===== config.mk =====
export PLATFORM = sky130hd
export DESIGN_NAME = dbg_bus_trig
export DESIGN_NICKNAME = d
export VERILOG_FILES = /design/src/rtl/dbt_pkg.sv /design/src/rtl/dbt_regs.sv /design/src/rtl/dbt_addr_cmp.sv /design/src/rtl/dbt_combine.sv /design/src/rtl/dbt_fire.sv /design/src/rtl/dbg_bus_trig.sv
export SDC_FILE = /design/constraint.sdc
export NUM_CORES = 1
export LEC_CHECK = 0
export BUFFER_PORTS_ARGS = -buffer_cell sky130_fd_sc_hd__buf_4
export CORE_UTILIZATION = 57
export DETAILED_ROUTE_END_ITERATION = 8
export PLACE_DENSITY = 0.81
export SYNTH_ARGS = -nofsm -noshare
export SYNTH_HDL_FRONTEND = slang
export SYNTH_SLANG_ARGS = --single-unit

===== constraint.sdc =====
create_clock -name clk -period 3.7 [get_ports clk]
set_clock_uncertainty 0.2 [all_clocks]
set_input_delay 0.185 -clock clk [delete_from_list [all_inputs] [get_ports clk]]
set_output_delay 0.185 -clock clk [all_outputs]
set_load 0.05 [all_outputs]

===== src/rtl/dbt_pkg.sv =====
package dbt_pkg;

  localparam int REG_AW    = 3;
  localparam int OPC_W     = 4;
  localparam int CTRL_FW   = 13;
  localparam int REARM_BIT = 13;
  localparam int SSEL_W    = 3;

  localparam logic [OPC_W-1:0] OPC_NOP = 4'hF;

  localparam logic [REG_AW-1:0] OFS_ADRA = 3'd0;
  localparam logic [REG_AW-1:0] OFS_ADRB = 3'd1;
  localparam logic [REG_AW-1:0] OFS_CTRL = 3'd2;
  localparam logic [REG_AW-1:0] OFS_GMSK = 3'd3;
  localparam logic [REG_AW-1:0] OFS_SSEL = 3'd4;

  typedef enum logic [1:0] {
    AM_OFF = 2'b00,
    AM_EQ  = 2'b01,
    AM_GE  = 2'b10,
    AM_LT  = 2'b11
  } amode_e;

  // packed from MSB down so that the field layout matches the control word
  typedef struct packed {
    logic [2:0]       comb;
    logic             gnt_en;
    logic             opc_en;
    logic [OPC_W-1:0] opc_sel;
    amode_e           b_mode;
    amode_e           a_mode;
  } ctrl_t;

  typedef struct packed {
    logic need_rd;
    logic need_wr;
    logic need_sv;
  } ssel_t;

endpackage


===== src/rtl/dbt_regs.sv =====
module dbt_regs
  import dbt_pkg::*;
#(
  parameter int ADDR_W = 32,
  parameter int DATA_W = 32,
  parameter int NMST   = 16
) (
  input  logic                   clk,
  input  logic                   rst_n,
  input  logic                   cfg_wr,
  input  logic [REG_AW-1:0]      cfg_addr,
  input  logic [DATA_W-1:0]      cfg_wdata,
  output logic [DATA_W-1:0]      cfg_rdata,
  output logic [1:0][ADDR_W-1:0] adr_ref,
  output ctrl_t                  ctrl,
  output logic [NMST-1:0]        gmask,
  output ssel_t                  ssel,
  output logic                   rearm_wr
);

  logic [1:0] en_adr;
  logic       en_ctrl;
  logic       en_gmsk;
  logic       en_ssel;

  logic [1:0][ADDR_W-1:0] adr_q, adr_n;
  ctrl_t                  ctrl_q, ctrl_n;
  logic [NMST-1:0]        gmask_q, gmask_n;
  ssel_t                  ssel_q, ssel_n;

  logic unused_wdata;
  assign unused_wdata = ^cfg_wdata;

  // clock enables
  assign en_ctrl  = cfg_wr && (cfg_addr == OFS_CTRL);
  assign en_gmsk  = cfg_wr && (cfg_addr == OFS_GMSK);
  assign en_ssel  = cfg_wr && (cfg_addr == OFS_SSEL);
  assign rearm_wr = en_ctrl && cfg_wdata[REARM_BIT];

  // address reference registers, one per comparator
  for (genvar g = 0; g < 2; g++) begin : g_adr
    assign en_adr[g] = cfg_wr && (cfg_addr == REG_AW'(32'(OFS_ADRA) + g));

    always_comb begin
      adr_n[g] = adr_q[g];
      if (en_adr[g]) adr_n[g] = cfg_wdata[ADDR_W-1:0];
    end

    always_ff @(posedge clk or negedge rst_n) begin
      if (!rst_n) adr_q[g] <= '0;
      else        adr_q[g] <= adr_n[g];
    end
  end

  // next-state for the remaining registers
  always_comb begin
    ctrl_n  = ctrl_q;
    gmask_n = gmask_q;
    ssel_n  = ssel_q;
    if (en_ctrl) ctrl_n  = ctrl_t'(cfg_wdata[CTRL_FW-1:0]);
    if (en_gmsk) gmask_n = cfg_wdata[NMST-1:0];
    if (en_ssel) ssel_n  = ssel_t'(cfg_wdata[SSEL_W-1:0]);
  end

  always_ff @(posedge clk or negedge rst_n) begin
    if (!rst_n) begin
      ctrl_q  <= '0;
      gmask_q <= '1;
      ssel_q  <= '0;
    end else begin
      ctrl_q  <= ctrl_n;
      gmask_q <= gmask_n;
      ssel_q  <= ssel_n;
    end
  end

  // combinational readback
  always_comb begin
    cfg_rdata = '0;
    case (cfg_addr)
      OFS_ADRA: cfg_rdata[ADDR_W-1:0]  = adr_q[0];
      OFS_ADRB: cfg_rdata[ADDR_W-1:0]  = adr_q[1];
      OFS_CTRL: cfg_rdata[CTRL_FW-1:0] = ctrl_q;
      OFS_GMSK: cfg_rdata[NMST-1:0]    = gmask_q;
      OFS_SSEL: cfg_rdata[SSEL_W-1:0]  = ssel_q;
      default:  cfg_rdata = '0;
    endcase
  end

  assign adr_ref = adr_q;
  assign ctrl    = ctrl_q;
  assign gmask   = gmask_q;
  assign ssel    = ssel_q;

  // the master mask changes only through its own offset
  p_gmask_hold_r2: assert property (@(posedge clk) disable iff (!rst_n)
    !en_gmsk |=> $stable(gmask_q));

  // the control word changes only through its own offset
  p_ctrl_hold_r2: assert property (@(posedge clk) disable iff (!rst_n)
    !en_ctrl |=> $stable(ctrl_q));

endmodule


===== src/rtl/dbt_addr_cmp.sv =====
module dbt_addr_cmp
  import dbt_pkg::*;
#(
  parameter int ADDR_W = 32
) (
  input  amode_e            mode,
  input  logic [ADDR_W-1:0] ref_val,
  input  logic [ADDR_W-1:0] bus_addr,
  output logic              en,
  output logic              hit
);

  always_comb begin
    en = (mode != AM_OFF);
    case (mode)
      AM_EQ:   hit = (bus_addr == ref_val);
      AM_GE:   hit = (bus_addr >= ref_val);
      AM_LT:   hit = (bus_addr <  ref_val);
      default: hit = 1'b0;
    endcase
  end

endmodule


===== src/rtl/dbt_combine.sv =====
module dbt_combine
  import dbt_pkg::*;
#(
  parameter int NMST  = 16,
  parameter int MID_W = 4
) (
  input  ctrl_t            ctrl,
  input  logic [NMST-1:0]  gmask,
  input  ssel_t            ssel,
  input  logic [1:0]       a_en,
  input  logic [1:0]       a_hit,
  input  logic [OPC_W-1:0] bus_opc,
  input  logic [MID_W-1:0] bus_mid,
  input  logic             bus_sv,
  input  logic             bus_wr,
  input  logic             bus_rd,
  output logic             match
);

  logic adr_en, adr_and, adr_or, adr_val;
  logic gnt_val;
  logic opc_ok, flg_ok, sts_val;
  logic t1_en, t1_val, t2_en, t2_val;

  always_comb begin
    // address term: two hits joined by OR or AND
    adr_en  = |a_en;
    adr_and = (!a_en[0] || a_hit[0]) && (!a_en[1] || a_hit[1]);
    adr_or  = |(a_en & a_hit);
    adr_val = ctrl.comb[1] ? adr_and : adr_or;

    // grant term: cleared mask bit selects the master
    gnt_val = (32'(bus_mid) < NMST) ? !gmask[bus_mid] : 1'b0;

    // status term: opcode condition plus selected flags
    opc_ok  = (bus_opc != OPC_NOP) &&
              ((ctrl.opc_sel == '0) || (bus_opc == ctrl.opc_sel));
    flg_ok  = (!ssel.need_sv || bus_sv) &&
              (!ssel.need_wr || bus_wr) &&
              (!ssel.need_rd || bus_rd);
    sts_val = opc_ok && flg_ok;

    // fold grant onto the address result; disabled terms are the identity
    t1_en  = adr_en || ctrl.gnt_en;
    t1_val = ctrl.comb[0]
           ? ((!adr_en || adr_val) && (!ctrl.gnt_en || gnt_val))
           : ((adr_en && adr_val) || (ctrl.gnt_en && gnt_val));

    // fold status onto that result
    t2_en  = t1_en || ctrl.opc_en;
    t2_val = ctrl.comb[2]
           ? ((!t1_en || t1_val) && (!ctrl.opc_en || sts_val))
           : ((t1_en && t1_val) || (ctrl.opc_en && sts_val));

    match = t2_en && t2_val;
  end

endmodule


===== src/rtl/dbt_fire.sv =====
module dbt_fire (
  input  logic clk,
  input  logic rst_n,
  input  logic bus_valid,
  input  logic match,
  input  logic rearm_wr,
  output logic trig_pulse,
  output logic trig_sticky
);

  logic hit;
  logic armed_q, armed_n;
  logic pulse_q, pulse_n;
  logic sticky_q, sticky_n;

  assign hit = bus_valid && match;

  always_comb begin
    armed_n  = armed_q;
    pulse_n  = 1'b0;
    sticky_n = sticky_q;
    if (rearm_wr) begin
      armed_n  = 1'b1;
      sticky_n = 1'b0;
    end else if (armed_q && hit) begin
      armed_n  = 1'b0;
      pulse_n  = 1'b1;
      sticky_n = 1'b1;
    end
  end

  always_ff @(posedge clk or negedge rst_n) begin
    if (!rst_n) begin
      armed_q  <= 1'b0;
      pulse_q  <= 1'b0;
      sticky_q <= 1'b0;
    end else begin
      armed_q  <= armed_n;
      pulse_q  <= pulse_n;
      sticky_q <= sticky_n;
    end
  end

  assign trig_pulse  = pulse_q;
  assign trig_sticky = sticky_q;

  // pulse lasts exactly one cycle
  p_pulse_single_r8: assert property (@(posedge clk) disable iff (!rst_n)
    trig_pulse |=> !trig_pulse);

  // a pulse comes with the sticky flag and a disarmed unit
  p_pulse_sticky_r8: assert property (@(posedge clk) disable iff (!rst_n)
    trig_pulse |-> (trig_sticky && !armed_q));

  // no pulse follows a cycle without a valid transfer
  p_idle_quiet_r7: assert property (@(posedge clk) disable iff (!rst_n)
    !bus_valid |=> !trig_pulse);

  // sticky holds until a rearm write
  p_sticky_hold_r9: assert property (@(posedge clk) disable iff (!rst_n)
    (trig_sticky && !rearm_wr) |=> trig_sticky);

  // rearm arms, clears sticky and suppresses a same-edge pulse
  p_rearm_r9: assert property (@(posedge clk) disable iff (!rst_n)
    rearm_wr |=> (armed_q && !trig_sticky && !trig_pulse));

endmodule


===== src/rtl/dbg_bus_trig.sv =====
module dbg_bus_trig
  import dbt_pkg::*;
#(
  parameter int ADDR_W = 32,
  parameter int DATA_W = 32,
  parameter int NMST   = 16,
  localparam int MID_W = (NMST > 1) ? $clog2(NMST) : 1
) (
  input  logic              clk,
  input  logic              rst_n,
  input  logic              cfg_wr,
  input  logic [REG_AW-1:0] cfg_addr,
  input  logic [DATA_W-1:0] cfg_wdata,
  output logic [DATA_W-1:0] cfg_rdata,
  input  logic              bus_valid,
  input  logic [ADDR_W-1:0] bus_addr,
  input  logic [OPC_W-1:0]  bus_opc,
  input  logic [MID_W-1:0]  bus_mid,
  input  logic              bus_sv,
  input  logic              bus_wr,
  input  logic              bus_rd,
  output logic              trig_pulse,
  output logic              trig_sticky
);

  // asynchronous assertion, synchronous release
  logic [1:0] rst_sync_q;
  logic       rst_int_n;

  always_ff @(posedge clk or negedge rst_n) begin
    if (!rst_n) rst_sync_q <= 2'b00;
    else        rst_sync_q <= {rst_sync_q[0], 1'b1};
  end
  assign rst_int_n = rst_sync_q[1];

  logic [1:0][ADDR_W-1:0] adr_ref;
  ctrl_t                  ctrl;
  logic [NMST-1:0]        gmask;
  ssel_t                  ssel;
  logic                   rearm_wr;
  logic [1:0]             a_en, a_hit;
  amode_e                 a_mode [2];
  logic                   match;

  dbt_regs #(.ADDR_W(ADDR_W), .DATA_W(DATA_W), .NMST(NMST)) u_regs (
    .clk       (clk),
    .rst_n     (rst_int_n),
    .cfg_wr    (cfg_wr),
    .cfg_addr  (cfg_addr),
    .cfg_wdata (cfg_wdata),
    .cfg_rdata (cfg_rdata),
    .adr_ref   (adr_ref),
    .ctrl      (ctrl),
    .gmask     (gmask),
    .ssel      (ssel),
    .rearm_wr  (rearm_wr)
  );

  assign a_mode[0] = ctrl.a_mode;
  assign a_mode[1] = ctrl.b_mode;

  for (genvar g = 0; g < 2; g++) begin : g_cmp
    dbt_addr_cmp #(.ADDR_W(ADDR_W)) u_cmp (
      .mode     (a_mode[g]),
      .ref_val  (adr_ref[g]),
      .bus_addr (bus_addr),
      .en       (a_en[g]),
      .hit      (a_hit[g])
    );
  end

  dbt_combine #(.NMST(NMST), .MID_W(MID_W)) u_comb (
    .ctrl    (ctrl),
    .gmask   (gmask),
    .ssel    (ssel),
    .a_en    (a_en),
    .a_hit   (a_hit),
    .bus_opc (bus_opc),
    .bus_mid (bus_mid),
    .bus_sv  (bus_sv),
    .bus_wr  (bus_wr),
    .bus_rd  (bus_rd),
    .match   (match)
  );

  dbt_fire u_fire (
    .clk         (clk),
    .rst_n       (rst_int_n),
    .bus_valid   (bus_valid),
    .match       (match),
    .rearm_wr    (rearm_wr),
    .trig_pulse  (trig_pulse),
    .trig_sticky (trig_sticky)
  );

  // a disabled comparator never reports a hit
  p_cmp_off_r3: assert property (@(posedge clk) disable iff (!rst_int_n)
    (ctrl.a_mode == AM_OFF) |-> !a_hit[0]);

endmodule


==> key figures <==
Setup path
  – Worst path slowest cell: nor4_1
  – Crit path cell chain: inv_1 > ha_1 > nand4_1 > nor4_1 > o31ai_1 > mux2i_1 > nor2_2 > nor3_2 > a2111oi_2 > o221ai_1 > a32oi_2 > nor2_1
  – Worst R2R Path Depth: 12
  – Reg2reg setup slack: 0.39 ns
  – WP buf/inv: 1
  – CP top delay family: simple AND/OR/NAND/NOR gates
  – Largest stage delay, worst path: 0.55 ns
  – Required @ worst endpoint: 3.75 ns
  – Setup CP Type: flip-flop to flip-flop
  – Critical Path AT: 3.37 ns
  – Startpoint Class: flip-flop
  – Crit Path Max Fanout: 4
  – CP Capture Type: flip-flop
  – WP depth: 12

Logic synthesis
  – Top cells by instance count after synthesis: dfrtp_1 (85), nand2_1 (83), o21ai_0 (78)
  – Area contributors post-synth: dfrtp_1 (34%), ha_1 (13%), dfstp_2 (6.7%)
  – Main combinational cell family by area after synthesis: compound AO/OA/AOI/OAI gates
  – Ys Warns: 0
  – Synth Area per Inst: 9.87 um^2
  – Sequential share of the synthesized area: 40.4%
  – Adder-cell share of the synthesized area: 12.7%
  – Register bit total from synthesis: 101
  – Share of the synthesized area in the top cell type: 33.8%
  – Post-synthesis mux area share: 12.3%
  – Synth Area in Compound Gates: 16.0%
  – Mapped Area: 6300 um^2
  – Leading cell type by number of instances after synthesis: dfrtp_1
  – Synth Area in XOR/XNOR: 0.556%
  – Synth Flop Type: dfrtp_1
  – Cell variety after synth: 58
  – Simple-gate share of the synthesized area: 12.3%
  – Synth area leader: dfrtp_1
  – Syn Inst Count: 638
  – Mapped Nets: 784
  – FFs w/ async S/R, synth: 100%
  – Post-synth EDFFs: 0

Clock tree
  – Root Buffer Master: clkbuf_8
  – Clk_lat worst skew: 0.37 ns
  – Postcts setup bufs: 0
  – Clock Sinks: 101
  – Num CTS Buffers: 9
  – CTS tree: done
  – Clk buf depth: 2
  – CTS H-tree lvls: 3
  – Reg clk slew, reported paths: 0.09 ns
  – # resized after CTS: 0

GRT
  – First-pass GRT wire length: 27700 um
  – Total global routing overflow: 0
  – Global-route usage over all layers: 31.3%
  – Antenna violations before repair: 0
  – Vias in the first global route: 5551
  – Largest net degree at the start of global routing: 82

Min path
  – Worst hold path depth: 5
  – Min-delay worst type: input port to flip-flop

Placement
  – Buffers on Ports: 115
  – DP HPWL: 12600 um
  – Post-DP Area: 7300 um^2
  – GPL Wtd Cong: 0.907

Finish
  – # nets final: 924
  – Layout cell share with drive strength beyond 1: 27.1%
  – Post-route cell area: 7880 um^2
  – # diodes: 0
  – Layout overhead on the synthesized area: 25.0%

Power and ir drop
  – Worst vdd ir: 0.000340 V
  – Cell Pwr Density: 468 nW/um^2
  – Static leakage: 3.67 nW

Floorplanning
  – Die extent in x: 107 um
  – Die area: 11500 um^2
  – Die Span Y: 107 um
  – Core area: 10800 um^2
  – Core Rows: 38
  – # IOs: 116
  – Initial Util: 58.4%

Drt
  – Pre-antenna DRT Iters: 5
  – Final wirelength: 17300 um
  – Drt drc: 0
  – Metal2 WL: 8230 um
  – Antenna viol nets, final: 0
  – Total vias in the final route: 5537
  – Routed wl met3: 1480 um
  – Post-DR wirelength/cell: 18.8 um
  – Avg Vias per Cell: 6.00
  – Top Layer Used: met4
  – Iteration-0 DRC Markers: 440
  – Wire length on met1: 7220 um

STA
  – Slew @ Worst Pin: 1.06 ns
  – Max-slew violation count: 0
  – TNS Setup: 0 ns
  – Final Hold Fails: 0
  – Final period util: 89.6%
  – RSZ-0062 raised after global routing: no
  – Worst slew margin: 29.5%
  – Final number of setup-violating endpoints: 0
  – Minimum clock period: 3.31 ns
  – Top achievable clock speed: 302 MHz

Run status
  – Status: finished, final reports clean

Job
  – Max-Cap Viols: 0
[where the power goes]
group	leakage [nW]	internal [mW]	total, mW	switching (mW)
combinational	2.36	0.590	1.32	0.731
sequential	1.20	1.37	1.56	0.197
clock	0.108	0.418	0.803	0.386
total	3.67	2.38	3.69	1.31
[worst paths after layout]
path,from,to
setup / recovery,u_regs.adr_ref[62],u_fire.armed_q
hold reg to reg,rst_sync_q[0],rst_sync_q[1]
setup reg to reg,u_regs.adr_ref[62],u_fire.armed_q
hold / removal,cfg_wr,u_fire.trig_sticky
min in group asynchronous,rst_sync_q[1],u_regs.adr_ref[51]
max in group asynchronous,rst_sync_q[1],u_regs.adr_ref[24]
[cells by family (layout without fill, tap and decap cells)]
logic type / Yosys count / in the layout
AOI/OAI and AO/OA: 161 / 161
xor gates and xnor gates: 4 / 4
adders and majority gates: 64 / 64
buffers and inverters: 95 / 240
DFF: 101 / 101
muxes: 52 / 52
other: 1 / 1
and+or+nand+nor: 160 / 160
[worst min-delay path, cell delays in order]
cell and delay, ns:
buf_4 0.14, nand2_1 0.08, nor3_2 0.04, nand2_1 0.08, a21o_1 0.11
[layout by cell type (no fill, tap or decap), types with 2 or more instances in the layout]
master,instances
bufinv_16,2
nor4_1,3
a22oi_1,4
nor3_1,2
nand2_1,83
xnor2_1,4
a221o_1,2
clkinvlp_4,3
buf_4,122
o22ai_1,2
dfstp_2,16
mux2_2,32
nand2b_1,3
dfrtp_1,84
and2_2,2
o211ai_1,2
mux2i_1,4
o31ai_1,2
clkbuf_8,11
nor2b_1,15
a31oi_1,4
a21oi_1,27
nand4_1,13
and4_1,2
mux4_1,4
dlygate4sd3_1,34
o21ai_0,78
a22o_1,16
and3_1,3
nor3_2,4
a221oi_1,3
inv_1,68
mux4_2,12
nor2_1,12
nand3_1,10
a21o_1,5
ha_1,64
[metal layers]
layer | global-route usage [%] | vias up
li1 | - | 2556
met1 | 41.4 | 2676
met3 | 6.50 | 40
met2 | 51.0 | 265
met4 | 11.0 | 0
met5 | 0 | -
[sequential cells by signal (all words and copies together), names as in the netlist]
register and cells:
rst_sync_q 2, u_regs.ssel 3, u_regs.gmask 16, u_regs.adr_ref 64, u_regs.ctrl 13, u_fire.trig_pulse 1, u_fire.armed_q 1, u_fire.trig_sticky 1
[what timing repair did]
item / in CTS / in global routing
hold buffers: 34 / 0
endpoints found under the setup margin: 0 / 0
endpoints found under the hold margin: 100 / 0
[per-stage QoR]
step	power (mW)	hold WS [ns]	utilization [%]	setup WS (ns)	instances
finish	3.69	0.114	73.0	0.386	923
global route	3.88	0.123	73.0	0.189	923
CTS	3.67	0.112	73.0	0.461	923
detailed placement	2.85	-0.232	67.6	0.498	873
global placement	2.77	-0.233	67.6	0.597	873
floorplan	2.40	-0.311	-	0.506	638
[layout make-up]
cell class                      count  area (um^2)
Clock buffer                       11          151
Clock inverter                      5         82.6
Fill cell                         751         2920
Inverter                           68          255
Multi-Input combinational cell    442         3400
Sequential cell                   101         2550
Tap cell                          140          175
Timing Repair Buffer              156         1260
(Power assumes the default switching activity.)
